### src/rtl/irq_req_capture.sv
module irq_req_capture #(
  parameter int N = 8,
  parameter int LW = $clog2(N),
  parameter logic [N-1:0] EDGE_ONLY = '0
) (
  input  logic          clk,
  input  logic          rst_n,
  input  logic [N-1:0]  irq_in,
  input  logic          mode_we,
  input  logic [N-1:0]  mode_wdata,
  input  logic          ack,
  input  logic [LW-1:0] ack_lvl,
  input  logic [N-1:0]  eoi,
  output logic [N-1:0]  req,
  output logic          grant,
  output logic          spurious,
  output logic [LW-1:0] grant_lvl
);
  localparam logic [LW-1:0] DEF_LVL = LW'(N - 1);

  logic [N-1:0] s1, s2, s3, mode_q, latch, busy;
  logic ack_q, second;

  wire [N-1:0] rise  = s2 & ~s3;
  wire [N-1:0] live  = (mode_q & s2) | (~mode_q & latch & s2);
  wire         fall  = ack_q & ~ack;
  wire         first = fall & ~second;
  wire         hit   = live[ack_lvl];
  wire [N-1:0] take  = (first && hit) ? (N'(1) << ack_lvl) : '0;

  assign req = live & ~busy;

  always_ff @(posedge clk) begin
    if (!rst_n) begin
      s1 <= '0; s2 <= '0; s3 <= '0;
      mode_q <= '0; latch <= '0; busy <= '0;
      ack_q <= 1'b0; second <= 1'b0;
      grant <= 1'b0; spurious <= 1'b0; grant_lvl <= '0;
    end else begin
      s1 <= irq_in;
      s2 <= s1;
      s3 <= s2;
      ack_q <= ack;
      if (mode_we) mode_q <= mode_wdata & ~EDGE_ONLY;
      if (fall) second <= ~second;
      latch <= (latch | rise) & ~take;
      busy  <= (busy & ~eoi) | take;
      grant <= first & hit;
      spurious <= first & ~hit;
      if (first) grant_lvl <= hit ? ack_lvl : DEF_LVL;
    end
  end
endmodule


### config.mk
export PLATFORM = sky130hd
export DESIGN_NAME = irq_req_capture
export DESIGN_NICKNAME = d
export VERILOG_FILES = /design/src/rtl/irq_req_capture.sv
export SDC_FILE = /design/constraint.sdc
export NUM_CORES = 1
export LEC_CHECK = 0
export ABC_AREA = 1
export BUFFER_PORTS_ARGS = -buffer_cell sky130_fd_sc_hd__buf_2
export CAP_MARGIN = 5
export CORE_AREA = 2 2 85 87
export CTS_CLUSTER_SIZE = 28
export DETAILED_ROUTE_END_ITERATION = 6
export DIE_AREA = 0 0 87 89
export GPL_TIMING_DRIVEN = 0
export PLACE_DENSITY = 0.55
export REMOVE_ABC_BUFFERS = 1
export SYNTH_ARGS = -nofsm -noshare
export SYNTH_HDL_FRONTEND = slang
export SYNTH_SLANG_ARGS = --single-unit
### constraint.sdc
create_clock -name clk -period 1.15 [get_ports clk]
set_input_delay 0.115 -clock clk [delete_from_list [all_inputs] [get_ports clk]]
set_output_delay 0.115 -clock clk [all_outputs]
set_load 0.05 [all_outputs]
==> reports/metrics.cfg <==
[run_status]
status=complete, but fails checks
violations=negative setup slack

[route]
wl_per_cell_um=10.7
drc=0
vias=1749
drt_first_pass_iters=5
final_antenna_net_count=0
wl_mm=4.37
drt-initial-drc-count=55
via_per_inst=4.27

[synthesis]
synth.largest_area_cell=dfxtp_1
yosysSeqAreaShare=0.547
synth_cell_type_count=13
ys_seq_elements=55
syn_area_mm2=0.00201
yosysTopAreaCellShare=0.547
synthTopCellsByArea=dfxtp_1, nand2_1, inv_1
ys_warn_count=0
avgSynthCellArea_um2=7.38
syn_inst=273

[hold_path]
min_from=mode_wdata[1]
hold_depth=3
hold_path_class=primary input to flip-flop
min_to=mode_q[1]$_SDFFE_PN0P_

[power]
p_int_w=0.00266
swShare=0.259
p_sw_w=0.000928
leakagePower_nw=1.44
clockPowerShare=0.309
p_seq_frac=0.571
p_comb_frac=0.120
total_power_w=0.00359
vdd_drop_max_mv=0.474
powerDensity_mw_per_mm2=1280

[critical_path]
cpMaxStageDelayCell=dfxtp_2
max_stage_delay_ps=350
cp-end-kind=flip-flop
crit_family=simple AND/OR/NAND/NOR gates
crit_buf_inv=2
worstRegToRegCells=9
start_kind=flip-flop
timing.rr.start=s2[2]$_SDFF_PN0_
criticalPathCategory=flip-flop to flip-flop
crit_arrival_ps=1470
required_ps=1360
crit_path_max_fanout=5
crit-reg2reg-capture=grant_lvl[0]$_SDFFE_PN0N_
r2r_setup_slack_ps=-110
path_cells=inv_2 -> nor2_2 -> nor2_1 -> nor2_1 -> nand2_4 -> nand2_4 -> nand2_2 -> o21bai_1 -> inv_1

[timing]
maxSlewViolCount=0
post-route-period-util=1.10
finalSetupViolations=23
fin_ws_ps=-110
fin_tns_setup_ps=-1540
max-slew-margin-rel=0.635
skew_ps=8.40
worstMarginPinSlew_ps=546
hold_viol_final=0
fin_crit_ps=1260
rsz0062_at_grt=yes
fmax_mhz=794

[finish]
final_core_utilization=0.418
diodes=0
synthToLayoutAreaGrowth_pct=39.3
final_common_cell=nand2_1
drive_above_1_share=0.355
final_cell_mix=nand2_1, inv_1, buf_2
final_nets=360

[floorplanning]
die_w_um=87
core_area_mm2=0.00672
design.die.area_mm2=0.00774
die_h_um=89
io_pins=44
initial_utilization=0.300
rows=30

[flow_run]
cap_violations=0

[global_routing]
grt_overflow=0
grt_pass1_wl_mm=6.90
grt_max_degree=46
antenna_found_initial=0
grt.total_usage=0.116
grt_pass1_vias=1605

[place]
gp_congestion=0.785
hpwl_mm=2.89
pre_cts_slack_ps=-422
numPortBuffers=43

[clocking]
cts.clk_slew.worst_paths_ps=100
clk_path_buf_depth=2
h-tree-depth=2
cts.sinks=55
cts_buffers=5
cts_root_buf=clkbuf_8
insertion_delay_ps=310
cts_tree=built

==> synth_stat cells (all sizes together) <==
| cell | n |
|---|---|
| o21bai | 5 |
| a21oi | 10 |
| buf | 5 |
| nor3 | 3 |
| nor2 | 42 |
| nand3 | 10 |
| clkbuf | 2 |
| nand2 | 61 |
| o21ai | 23 |
| dfxtp | 55 |
| inv | 57 |
==> state kept, by name (all words and copies together) (netlist names) <==
signal	flops
busy	8
grant_lvl	3
s1	8
s3	8
second	1
mode_q	8
ack_q	1
latch	8
spurious	1
grant	1
s2	8
==> how the worst max path moves through the flow <==
stage / cells after the start / endpoint / slack (ps) / start
final: 9 / grant_lvl[0]$_SDFFE_PN0N_ / -110 / s2[2]$_SDFF_PN0_
after floorplan: 2 / req[2] / -420 / s2[2]$_SDFF_PN0_
after global placement: 3 / spurious$_SDFF_PN0_ / -430 / rst_n
after global routing: 9 / grant_lvl[1]$_SDFFE_PN0N_ / -200 / mode_q[0]$_SDFFE_PN0P_
after CTS: 9 / latch[0]$_SDFF_PN0_ / -100 / mode_q[5]$_SDFFE_PN0P_
after detailed placement: 3 / spurious$_SDFF_PN0_ / -420 / rst_n
==> timing repair <==
action | 4_1_cts | 5_1_grt
setup buffers | 1 | 2
pin swaps | 12 | 9
hold buffers | 9 | 0
endpoints found under the setup margin | 30 | 29
gates cloned | 1 | 0
resized for setup | 69 | 25
hold endpoints to repair | 9 | 0
==> logic make-up (layout without fill, tap and decap cells) <==
kind of cell	after synthesis	in the layout	share of synthesized area
AND/OR/NAND/NOR	116	117	0.230
flip-flops	55	55	0.547
AO/OA/AOI/OAI	38	38	0.101
buffers and inverters	64	120	0.122
==> power groups by stage <==
stage	combinational [W]	clock, W	sequential [W]
after floorplan	0.000181	0	0.00208
after global placement	0.000333	0	0.00206
after detailed placement	0.000337	0	0.00206
after CTS	0.000403	0.00115	0.00203
after global routing	0.000479	0.00120	0.00206
final	0.000430	0.00111	0.00205
==> layout make-up <==
class,instances,area (um^2)
Clock buffer,6,82.6
Clock inverter,2,16.3
Fill cell,688,3910
Inverter,57,214
Multi-Input combinational cell,155,866
Sequential cell,55,1130
Tap cell,80,100
Timing Repair Buffer,55,397
==> worst reg2reg max path, cell delays in order, from the launching register on <==
cell and delay (ps):
dfxtp_2 350, inv_2 50, nor2_2 100, nor2_1 50, nor2_1 170, nand2_4 100, nand2_4 110, nand2_2 70
o21bai_1 130, inv_1 40
==> per-layer routing <==
metal | up-vias | global-route usage | share of wire
met4 | 0 | 0.0469 | 0.013
met2 | 33 | 0.190 | 0.44
met1 | 785 | 0.143 | 0.50
met5 | - | 0 | 0
li1 | 924 | - | -
met3 | 7 | 0.0351 | 0.041
==> stage by stage <==
step | cells | cell area (um^2) | hold slack, ps
finish | 410 | 2810 | 22.5
global route | 410 | 2810 | 25.4
CTS | 408 | 2670 | 11.6
detailed placement | 389 | 2300 | 299
global placement | 389 | 2300 | 298
floorplan | 266 | 1980 | 208
Note: power is estimated with default switching activity, not from simulation.
